===== src/rtl/irq_batch_pkg.sv =====
package irq_batch_pkg;
   localparam int NUM_EVT   = 5;
   localparam int EV_TX_DT  = 0;
   localparam int EV_RX_DT  = 1;
   localparam int EV_RX_BLK = 2;
   localparam int EV_TX_UR  = 3;
   localparam int EV_RX_OV  = 4;

   localparam int BIT_TX_DT  = 11;
   localparam int BIT_RX_DT  = 8;
   localparam int BIT_RX_BLK = 2;
   localparam int BIT_TX_UR  = 5;
   localparam int BIT_RX_OV  = 2;

   typedef logic [NUM_EVT-1:0] evt_vec_t;

   function automatic logic [15:0] word_a(evt_vec_t v);
      logic [15:0] w;
      w = '0;
      w[BIT_TX_DT]  = v[EV_TX_DT];
      w[BIT_RX_DT]  = v[EV_RX_DT];
      w[BIT_RX_BLK] = v[EV_RX_BLK];
      return w;
   endfunction

   function automatic logic [15:0] word_b(evt_vec_t v);
      logic [15:0] w;
      w = '0;
      w[BIT_TX_UR] = v[EV_TX_UR];
      w[BIT_RX_OV] = v[EV_RX_OV];
      return w;
   endfunction

   function automatic evt_vec_t vec_a(logic [15:0] w);
      evt_vec_t v;
      v = '0;
      v[EV_TX_DT]  = w[BIT_TX_DT];
      v[EV_RX_DT]  = w[BIT_RX_DT];
      v[EV_RX_BLK] = w[BIT_RX_BLK];
      return v;
   endfunction

   function automatic evt_vec_t vec_b(logic [15:0] w);
      evt_vec_t v;
      v = '0;
      v[EV_TX_UR] = w[BIT_TX_UR];
      v[EV_RX_OV] = w[BIT_RX_OV];
      return v;
   endfunction
endpackage


===== src/rtl/irq_en_regs.sv =====
module irq_en_regs
   import irq_batch_pkg::*;
#(
   parameter int ADDR_W = 8,
   parameter logic [ADDR_W-1:0] EN_A_ADDR = 8'h58,
   parameter logic [ADDR_W-1:0] EN_B_ADDR = 8'h59
) (
   input  logic              clk,
   input  logic              srst,
   input  logic              wr,
   input  logic [ADDR_W-1:0] addr,
   input  logic [15:0]       wdata,
   output evt_vec_t          en_vec
);
   localparam evt_vec_t MASK_A = vec_a(16'hFFFF);
   localparam evt_vec_t MASK_B = vec_b(16'hFFFF);

   evt_vec_t en_q;
   logic     hit_a, hit_b;

   assign hit_a = wr && (addr == EN_A_ADDR);
   assign hit_b = wr && (addr == EN_B_ADDR);

   always_ff @(posedge clk) begin
      if (srst) begin
         en_q <= '0;
      end else begin
         if (hit_a) en_q <= (en_q & ~MASK_A) | vec_a(wdata);
         if (hit_b) en_q <= (en_q & ~MASK_B) | vec_b(wdata);
      end
   end

   assign en_vec = en_q;

   AST_EN_HOLDS: assert property (@(posedge clk) disable iff (srst)
      !(hit_a || hit_b) |=> $stable(en_q));
endmodule


===== src/rtl/irq_evt_cell.sv =====
module irq_evt_cell (
   input  logic clk,
   input  logic srst,
   input  logic evt,
   input  logic ack,
   input  logic busy,
   output logic pend,
   output logic held
);
   logic pend_q, held_q;

   always_ff @(posedge clk) begin
      if (srst) begin
         pend_q <= 1'b0;
         held_q <= 1'b0;
      end else if (!busy) begin
         pend_q <= held_q | evt;
         held_q <= 1'b0;
      end else begin
         pend_q <= pend_q & ~ack;
         held_q <= held_q | evt;
      end
   end

   assign pend = pend_q;
   assign held = held_q;

   AST_LATE_EVENT_HELD: assert property (@(posedge clk) disable iff (srst)
      (busy && evt) |=> held_q);
   AST_ACK_CLEARS_BIT: assert property (@(posedge clk) disable iff (srst)
      (busy && ack) |=> !pend_q);
endmodule


===== src/rtl/irq_batch_ctrl.sv =====
module irq_batch_ctrl
   import irq_batch_pkg::*;
#(
   parameter int ADDR_W = 8,
   parameter int DATA_W = 16,
   parameter logic [ADDR_W-1:0] EN_A_ADDR = 8'h58,
   parameter logic [ADDR_W-1:0] EN_B_ADDR = 8'h59,
   parameter logic [ADDR_W-1:0] ST_A_ADDR = 8'h5A,
   parameter logic [ADDR_W-1:0] ST_B_ADDR = 8'h5B
) (
   input  logic              clk,
   input  logic              srst,
   input  logic              reg_wr,
   input  logic [ADDR_W-1:0] reg_addr,
   input  logic [DATA_W-1:0] reg_wdata,
   output logic [DATA_W-1:0] reg_rdata,
   input  logic              ev_tx_dt_done,
   input  logic              ev_tx_hold,
   input  logic              ev_rx_dt_full,
   input  logic              ev_rx_hold,
   input  logic              ev_rx_blk_done,
   input  logic              ev_tx_underrun,
   input  logic              ev_rx_overrun,
   output logic              irq_o,
   output logic [NUM_EVT-1:0] stat_pend_o
);
   initial begin
      assert (DATA_W == 16) else $error("DATA_W must be 16");
      assert (ADDR_W >= 7) else $error("ADDR_W too narrow for register map");
   end

   evt_vec_t en_vec, raw_evt, evt_q, ack_vec, pend_vec, held_vec;
   logic     busy;
   logic [15:0] wd16;

   assign wd16 = reg_wdata[15:0];

   irq_en_regs #(.ADDR_W(ADDR_W), .EN_A_ADDR(EN_A_ADDR), .EN_B_ADDR(EN_B_ADDR)) u_en (
      .clk(clk), .srst(srst), .wr(reg_wr), .addr(reg_addr), .wdata(wd16), .en_vec(en_vec));

   always_comb begin
      raw_evt = '0;
      raw_evt[EV_TX_DT]  = ev_tx_dt_done | ev_tx_hold;
      raw_evt[EV_RX_DT]  = ev_rx_dt_full | ev_rx_hold;
      raw_evt[EV_RX_BLK] = ev_rx_blk_done;
      raw_evt[EV_TX_UR]  = ev_tx_underrun;
      raw_evt[EV_RX_OV]  = ev_rx_overrun;
   end

   assign evt_q = raw_evt & en_vec;

   always_comb begin
      ack_vec = '0;
      if (reg_wr && reg_addr == ST_A_ADDR) ack_vec = vec_a(wd16);
      if (reg_wr && reg_addr == ST_B_ADDR) ack_vec = vec_b(wd16);
   end

   assign busy = |pend_vec;

   for (genvar i = 0; i < NUM_EVT; i++) begin : g_cell
      irq_evt_cell u_cell (
         .clk(clk), .srst(srst), .evt(evt_q[i]), .ack(ack_vec[i]),
         .busy(busy), .pend(pend_vec[i]), .held(held_vec[i]));
   end

   always_comb begin
      reg_rdata = '0;
      case (reg_addr)
         EN_A_ADDR: reg_rdata = word_a(en_vec);
         EN_B_ADDR: reg_rdata = word_b(en_vec);
         ST_A_ADDR: reg_rdata = word_a(pend_vec);
         ST_B_ADDR: reg_rdata = word_b(pend_vec);
         default:   reg_rdata = '0;
      endcase
   end

   assign irq_o       = busy;
   assign stat_pend_o = pend_vec;

   AST_REARM_AFTER_DIP: assert property (@(posedge clk) disable iff (srst)
      (busy && (pend_vec & ~ack_vec) == '0 && (held_vec | evt_q) != '0)
      |=> !irq_o ##1 irq_o);
   AST_QUIET_WHEN_EMPTY: assert property (@(posedge clk) disable iff (srst)
      (pend_vec == '0 && held_vec == '0 && evt_q == '0) |=> !irq_o);
   AST_DISABLED_NOT_SEEN: assert property (@(posedge clk) disable iff (srst)
      (!busy && held_vec == '0 && (raw_evt & en_vec) == '0) |=> stat_pend_o == '0);
endmodule


===== config.mk =====
export PLATFORM = sky130hd
export DESIGN_NAME = irq_batch_ctrl
export DESIGN_NICKNAME = d
export VERILOG_FILES = /design/src/rtl/irq_batch_pkg.sv /design/src/rtl/irq_en_regs.sv /design/src/rtl/irq_evt_cell.sv /design/src/rtl/irq_batch_ctrl.sv
export SDC_FILE = /design/constraint.sdc
export NUM_CORES = 1
export LEC_CHECK = 0
export BUFFER_PORTS_ARGS = -buffer_cell sky130_fd_sc_hd__buf_2
export CAP_MARGIN = 25
export CORE_MARGIN = 1
export CORE_UTILIZATION = 42
export DETAILED_ROUTE_END_ITERATION = 8
export GPL_ROUTABILITY_DRIVEN = 0
export PLACE_DENSITY = 0.85
export SYNTH_ARGS = -nofsm -noshare
export SYNTH_HDL_FRONTEND = slang
export SYNTH_SLANG_ARGS = --single-unit

===== constraint.sdc =====
create_clock -name clk -period 1.94 [get_ports clk]
set_clock_uncertainty 0.1 [all_clocks]
set_input_delay 0.097 -clock clk [delete_from_list [all_inputs] [get_ports clk]]
set_output_delay 0.097 -clock clk [all_outputs]
set_load 0.02 [all_outputs]

Yosys cells after proc, flatten, opt, wreduce, memory -nomap -nowiden

Index checks and enable logic that the tools add are counted.

Bits in read-only memories: 0
Logic and storage cells: 53
Latch bits: 0
Memory bits (writable): 0
Memories kept: 0
Register bits: 15

Muxes and demuxes: 10
Order comparisons: 0
Eq/ne operators: 4
Add/sub/neg operators: 0
Bitwise gates (word level): 21
$mul: 0
Divide/modulo/power cells: 0
Shifts and indexed selects: 0
Reduce and logical (&&, ||, !) cells: 7

Operators with widths:

| cell                                                                  | number |
|---|---|
| 12-bit case mux with 4 select lines                                   | 1 |
| 8-bit by 7-bit equality test with 1-bit output, second input constant | 4 |
| 5-bit two-way mux                                                     | 3 |
| 1-bit OR                                                              | 7 |
| 1-bit NOT                                                             | 6 |
| 1-bit bitwise AND                                                     | 5 |
| 5-bit bitwise AND                                                     | 1 |
| 1-bit two-way mux                                                     | 5 |
| 3-bit by 5-bit OR with 5-bit output                                   | 1 |
| 5-bit by 3-bit OR with 5-bit output                                   | 1 |
| 5-bit OR reduction                                                    | 1 |
| 1-bit logical AND                                                     | 4 |
| 3-bit two-way mux                                                     | 1 |
| 2-bit nonzero test                                                    | 1 |
| 2-bit OR reduction                                                    | 1 |

Depth between registers and ports, before layout

Gate-level depths: netlist (run 1).

Depth in word-level cells: 7
Mapped depth: 4
Depth with buffers taken out: 3

Modules after synthesis

Synthesis (run 1) repeated with hierarchy kept, for this count alone.

Cells, all modules: 99
Area total of the unflattened synthesis: 970.9 um^2

By module, submodules not included:

| module         | times used | area each (um^2) | seq. area each (um^2) | cells an instance |
|---|---|---|---|---|
| irq_evt_cell   | 5          | 70.1             | 40.0                  | 6 |
| irq_batch_ctrl | 1          | 322.8            | 0.0                   | 45 |
| irq_en_regs    | 1          | 297.8            | 100.1                 | 24 |

Worst setup path before layout (run 1)

Ideal clock, no wire load.

Kind: flip-flop to flip-flop
Start point: register g_cell[2].u_cell.pend_q
End point: register g_cell[3].u_cell.pend_q
Arrival: 1.297 ns
Required time: 1.748 ns
Setup time: 0.092 ns
Stages on the path, launching flop included: 4
Setup slack: 0.451 ns
Path buffers: 0
Cells stage by stage: dfxtp_1 > or4_4 > or3_4 > o32ai_1

Cells in the longest elaborated chain, start to end: 2

RTL lines:

| element                | RTL line             | RTL |
|---|---|---|
| from (decl)            | irq_evt_cell.sv:10   | `logic pend_q, held_q;` |
| from (signal assigned) | irq_evt_cell.sv:17   | `pend_q <= held_q \| evt;` |
| from (signal assigned) | irq_evt_cell.sv:20   | `pend_q <= pend_q & ~ack;` |
| 5-bit OR reduction     | irq_batch_ctrl.sv:58 | `assign busy = \|pend_vec;` |
| 1-bit two-way mux      | irq_evt_cell.sv:16   | `end else if (!busy) begin` |
| to (signal assigned)   | irq_evt_cell.sv:17   |  |
| to (signal assigned)   | irq_evt_cell.sv:20   |  |
| to (decl)              | irq_evt_cell.sv:10   |  |

Every way passes these cells.
A chain may end at the register's enable or synchronous reset.

Final worst setup path (run 1)

Start point: register g_cell[2].u_cell.pend_q
End point: output irq_o

Cells in the longest elaborated chain, start to end: 1

RTL lines:

| element            | RTL line             | RTL |
|---|---|---|
| 5-bit OR reduction | irq_batch_ctrl.sv:58 |  |
| to (decl)          | irq_batch_ctrl.sv:24 | `output logic irq_o,` |

Every way passes these cells.

==> results of run 1 <==
[sequential cells by signal, summed over array words and instances (netlist names)]
name / cells
g_cell.u_cell.pend: 5
g_cell.u_cell.held: 5
u_en.en_vec: 5
[power groups by stage]
| stage | Combinational (mW) | Clock, mW | Sequential, mW |
|---|---|---|---|
| finish | 0.0858 | 0.179 | 0.308 |
| floorplan | 0.0642 | 0 | 0.315 |
| detailed placement | 0.0755 | 0 | 0.315 |
| global placement | 0.0737 | 0 | 0.315 |
| global route | 0.0936 | 0.201 | 0.308 |
| CTS | 0.0849 | 0.180 | 0.308 |
[tightest hold or removal path: stages]
cell and delay (ps):
buf_2 110, nand2b_1 100, mux2i_1 80
[worst max path at each step]
stage	slack (ps)	endpoint	cells after the start	start
floorplan	450	g_cell[3].u_cell.pend$_SDFF_PP0_	3	g_cell[2].u_cell.pend$_SDFF_PP0_
global placement	370	g_cell[1].u_cell.held$_SDFF_PP0_	3	g_cell[2].u_cell.pend$_SDFF_PP0_
finish	260	irq_o	3	g_cell[2].u_cell.pend$_SDFF_PP0_
global route	190	reg_rdata[2]	3	g_cell[4].u_cell.pend$_SDFF_PP0_
CTS	260	reg_rdata[2]	3	g_cell[2].u_cell.pend$_SDFF_PP0_
detailed placement	340	g_cell[2].u_cell.held$_SDFF_PP0_	3	g_cell[2].u_cell.pend$_SDFF_PP0_
[per-layer routing]
layer | wire, um | up-vias | GRT usage, %
li1 | - | 390 | -
met1 | 870 | 369 | 24.77
met2 | 880 | 43 | 29.60
met3 | 151 | 3 | 3.333
met4 | 16 | 0 | 5.000
met5 | 0 | - | 0
[cells by family after synthesis]
kind of cell	after synthesis	synth area share, %
compound gates	11	9.052
buf+inv	24	17.13
flops	15	33.43
mux	9	11.84
other cells	1	0.4174
simple gates	40	28.13
[layout by cell type (no fill, tap or decap)]
| master | count |
|---|---|
| a21oi_1 | 3 |
| and2_1 | 1 |
| and4_1 | 2 |
| and4b_1 | 1 |
| buf_2 | 31 |
| clkbuf_1 | 1 |
| clkbuf_4 | 3 |
| conb_1 | 12 |
| dfxtp_1 | 15 |
| dlygate4sd3_1 | 6 |
| inv_1 | 5 |
| mux2i_1 | 8 |
| mux4_1 | 1 |
| nand2_1 | 1 |
| nand2b_1 | 11 |
| nand3_1 | 2 |
| nand3b_1 | 1 |
| nand4bb_1 | 1 |
| nor2_1 | 9 |
| nor3_1 | 5 |
| nor3_2 | 1 |
| nor3b_1 | 1 |
| nor4bb_1 | 1 |
| o21a_1 | 2 |
| o21bai_1 | 1 |
| o32ai_1 | 5 |
| or3_4 | 1 |
| or3b_2 | 1 |
| or4_4 | 1 |
[timing repair]
item | in CTS | in global routing
resized for setup | 0 | 0
hold buffers | 6 | 0
hold endpoints to repair | 7 | 0
[cell type report]
class                   count  area share (%)
multi-input cells          72           44.96
flip-flops and latches     15           27.81
repair buffers             37           19.93
well taps                  27           3.129
clock buffers               4           2.433
inverters                   5           1.738
[through the flow]
| stage | power (mW) | cell area [um^2] | cells | util [%] |
|---|---|---|---|---|
| 2_1_floorplan | 0.3793 | 939.7 | 111 | - |
| 4_1_cts | 0.5733 | 1080 | 160 | 54.48 |
| 3_3_place_gp | 0.3889 | 993.5 | 150 | 50.13 |
| 5_1_grt | 0.6027 | 1080 | 160 | 54.48 |
| 3_5_place_dp | 0.3907 | 993.5 | 150 | 50.13 |
| 6_report | 0.5723 | 1080 | 160 | 54.48 |
==> results.toml, run 1 <==
[status]
status = "finished, final reports clean"

[floorplan]
fp-row-count = 16
die_area_um2 = 2328
die_w_um = 48.25
start_util_pct = 45.33
io_pins = 56
die_h_um = 48.25
core_region_area_um2 = 1982

[timing]
hold_viol = 0
fin_setup_tns_ps = 0
tightest_slew_ps = 536.0
rsz0062_at_grt = "no"
max_freq_mhz = 595.1
fin_hold_ws_ps = 42.79
fin_crit_sh_pct = 86.62
setup_viol_count_final = 0
min_period_ps = 1680
relSlewSlack_pct = 63.78
layout_setup_ws_ps = 259.6
slew_viol_final = 0

[clock_tree]
cts_setup_buffers = 0
root_buffer = "clkbuf_4"
cts-buffers-inserted = 3
clk_pin_slew_ps = 90
htreeDepth = 1
ctsLongestPathBuffers = 2
worstSkewPairLatency_ps = 280
cts_tree = "done"
cts.sinks = 15

[yosys]
syn_area_um2 = 898.4
synthTopCellsByCount = "17 x buf_4, 15 x dfxtp_1, 11 x nand2b_1"
synthDistinctLibCells = 27
synth_edf_count = 0
synth_flop_cell = "dfxtp_1"
ys_warn_count = 0
synth_top_area_share_pct = 33.43
yosysMostFrequentCell = "buf_4"
yosys.area.top_type = "dfxtp_1"
synthesis.area_per_instance_um2 = 8.984
async_flop_share_pct = 0
ys_seq_area_share_pct = 33.43
ys_ff_latch = 15
postSynthCellCount = 100
synthTopCellsByArea = "dfxtp_1 33%, buf_4 14%, mux2i_1 8.9%"

[critical_path]
cp.required_ps = 1740
worst_setup_path_end_kind = "primary output"
r2r_slack_ps = 340
cp_top_family = "simple AND/OR/NAND/NOR gates"
start_kind = "flop"
critical_path_class = "reg2out"
cpPeakStageDelay_ps = 550
crit_chain = "or4_4, nand2b_1, buf_2"
crit_path_max_fanout = 4
reg2reg_depth = 3
critPathBufInv = 1
rr_endpoint = "g_cell[0].u_cell.held$_SDFF_PP0_"
timing.rr.start = "g_cell[2].u_cell.pend$_SDFF_PP0_"
critPathSlowestCell = "or4_4"
arrival_ps = 1480

[finish]
regArea_um2 = 300.3
fillers = 191
area_growth_syn_to_layout_pct = 20.20
antenna_cells = 0
multi_input_area_um2 = 485.5
drive_above_1_share_pct = 28.57
nets = 168

[grt]
overflow = 0
grt_pass1_wl_mm = 2.918
antenna_found_initial = 0
grt_max_degree = 17
grt_pass1_vias = 684
grt_util_all_layers_pct = 18.24

[pwr]
leakage_nw = 0.4628
ir_drop_mv = 0.3924
p_per_area_nw_per_um2 = 530.0
clkPwrFrac_pct = 31.2
p_int_mw = 0.4244
swShare_pct = 25.85
p_switching_mw = 0.1480
p_comb_share_pct = 15.0
seqPwrFrac_pct = 53.8

[drt]
ant_nets = 0
routedWlPerCell_um = 11.98
finalWirelength_mm = 1.917
drc = 0
drt_iter0_markers = 20
vias_per_cell = 5.031
num_vias = 805
drt-pass1-iter-count = 4

[place]
place_worst_setup_slack_ps = 342.0
io_buffer_count = 31
hpwl_mm = 1.452

[worst_hold_path]
whs_endpoint = "u_en.en_vec[2]$_SDFFE_PP0P_"
min_from = "reg_wdata[2]"
hold_path_class = "in2reg"
hold_depth = 3

[run]
maxCapViolations = 0
Power figures use the tool's default switching activity.
==> run 2: changes to the inputs <==
- ABC_AREA: not set -> 1
- CELL_PAD_IN_SITES_DETAIL_PLACEMENT: not set -> 1
- CELL_PAD_IN_SITES_GLOBAL_PLACEMENT: not set -> 2
- CORE_UTILIZATION: 42 -> 20
- PLACE_DENSITY: 0.85 -> 0.82
==> run 2 against run 1 <==
Against the previous run:
- the flow now finishes with violations (negative hold slack)
- design area is 1.2% higher
- sequential share of layout area down 0.32 points
- sequential power about the same
- synthesized cell count is 36% higher
- first-iteration DRC count up 25%
- area after synthesis up 2.6%
- cell count grew 34%
- maximum frequency is 15% higher
- largest cell class unchanged
- largest power group unchanged
==> results.toml, run 2 <==
[floorplan]
die_h_um = 69.90
core_region_area_um2 = 4384
fp-row-count = 24
start_util_pct = 21.03
die_area_um2 = 4886
die_w_um = 69.90
io_pins = 56

[finish]
multi_input_area_um2 = 444.2
nets = 198
fin_cells = 215
antenna_cells = 0
final_common_cell = "buf_2"
fillers = 589
area_growth_syn_to_layout_pct = 18.45
regArea_um2 = 300.3
drive_above_1_share_pct = 27.61
mostFrequentLayoutCells = "31 x buf_2, 26 x nand2_1, 17 x inv_1, 17 x nor2_1, 15 x dfxtp_1"

[yosys]
synthesis.area_per_instance_um2 = 6.780
ys_warn_count = 0
synth_edf_count = 0
yosysMostFrequentCell = "nand2_1"
synth_flop_cell = "dfxtp_1"
yosys.area.top_type = "dfxtp_1"
ys_ff_latch = 15
synthTopCellsByArea = "dfxtp_1 33%, buf_4 15%, nand2_1 11%"
async_flop_share_pct = 0
synth_top_area_share_pct = 32.56
ys_seq_area_share_pct = 32.56
postSynthCellCount = 136
syn_area_um2 = 922.1
synthTopCellsByCount = "26 x nand2_1, 18 x buf_4, 17 x inv_1, 17 x nor2_1, 15 x dfxtp_1"
synthDistinctLibCells = 21

[grt]
grt_max_degree = 12
grt_util_all_layers_pct = 9.763
antenna_found_initial = 0
grt_pass1_wl_mm = 3.829
grt_pass1_vias = 836
overflow = 0

[clock_tree]
cts_resized = 0
root_buffer = "clkbuf_8"
cts_tree = "done"
worstSkewPairLatency_ps = 240
cts-buffers-inserted = 3
cts_setup_buffers = 0
htreeDepth = 1
clk_pin_slew_ps = 60
cts.sinks = 15
ctsHoldBuffers = 0
ctsLongestPathBuffers = 2

[pwr]
ir_drop_mv = 0.1396
leakage_nw = 0.5537
p_per_area_nw_per_um2 = 579.6

[drt]
ant_nets = 0
vias_per_cell = 3.977
num_vias = 855
finalWirelength_mm = 2.239
routedWlPerCell_um = 10.41
drt_iter0_markers = 25
drc = 0
drt-pass1-iter-count = 4

[run]
maxCapViolations = 0

[worst_hold_path]
hold_path_class = "in2reg"

[critical_path]
critPathBufInv = 3
cp.required_ps = 1740
critPathSlowestCell = "dfxtp_1"
cp_top_family = "flip-flops"
cpPeakStageDelay_ps = 340
crit_chain = "inv_1, nand2_1, nor3_4, inv_1, buf_2"
arrival_ps = 1270
start_kind = "flop"
worst_setup_path_end_kind = "primary output"
critical_path_class = "reg2out"
crit_path_max_fanout = 6
crit_top_cell = "inv_1"

[timing]
rsz0062_at_grt = "no"
slew_viol_final = 0
fin_setup_tns_ps = 0
hold_viol = 1
max_freq_mhz = 682.4
setup_viol_count_final = 0
fin_hold_ws_ps = -2.286
min_period_ps = 1465
fin_crit_sh_pct = 75.54

[place]
io_buffer_count = 31
placedCellCount = 211
hpwl_mm = 1.861

[status]
violations = "negative hold slack"
status = "finished, violations left"
[run 2: changes by cell type in the layout (fill, tap and decap cells not counted), moves of 4 or more]
cell           delta
nand2_1          +25
nand4_1           +8
nand3_1           +4
nor2_1            +8
nor3_1            -5
a21oi_1           +7
mux2i_1           -8
nand2b_1         -11
o32ai_1           -5
dlygate4sd3_1     -6
inv_1            +12
[run 2: metal layers]
metal  global-route usage [%]  part of all wire (%)  up-vias
met2                    14.96                    43       30
met1                    13.67                    49      372
met3                    1.010                   5.9        2
met5                        0                     0        -
met4                    4.667                   1.7        0
li1                         -                     -      451
[run 2: cell type report]
class | count | share of cell area, %
clock buffers | 4 | 4.124
inverters | 20 | 6.873
multi-input cells | 92 | 40.66
flip-flops and latches | 15 | 27.49
well taps | 52 | 5.956
repair buffers | 32 | 14.89
[run 2: logic make-up after synthesis]
logic type      after synthesis  synth area share (%)
compound gates               16                 8.954
buf+inv                      40                 23.74
flops                        15                 32.56
other cells                   1                0.4067
simple gates                 64                 34.33
[run 2: path summary, 6_finish.rpt]
kind,startpoint,end,slack [ps],cells after the start
hold reg to reg,g_cell[3].u_cell.held$_SDFF_PP0_,g_cell[3].u_cell.held$_SDFF_PP0_,370,2
setup reg to reg,g_cell[4].u_cell.pend$_SDFF_PP0_,g_cell[0].u_cell.held$_SDFF_PP0_,640,6
hold / removal,reg_wdata[11],u_en.en_vec[0]$_SDFFE_PP0P_,-2,3
setup / recovery,g_cell[4].u_cell.pend$_SDFF_PP0_,irq_o,470,5
[run 2: through the flow]
step           power (mW)  cell area, um^2  util, %  setup slack [ps]
6_report           0.6331             1092    24.91             474.6
5_1_grt            0.6573             1092    24.91             347.6
4_1_cts            0.6390             1092    24.91             417.7
3_5_place_dp       0.3880             1047    23.89             584.2
3_3_place_gp       0.3876             1047    23.89             622.2
2_1_floorplan      0.3767            963.4        -             723.3
[run 2: power breakdown]
group,internal (mW),switching (mW)
combinational,0.0215,0.0505
clock,0.145,0.107
sequential,0.308,0.000302
total,0.475,0.158
[run 2: worst reg2reg max path: stages (launching register included)]
cell and delay (ps):
dfxtp_1 340, inv_1 60, nand2_1 70, nor3_4 270, inv_1 110, nand2_1 170, nor2_1 70
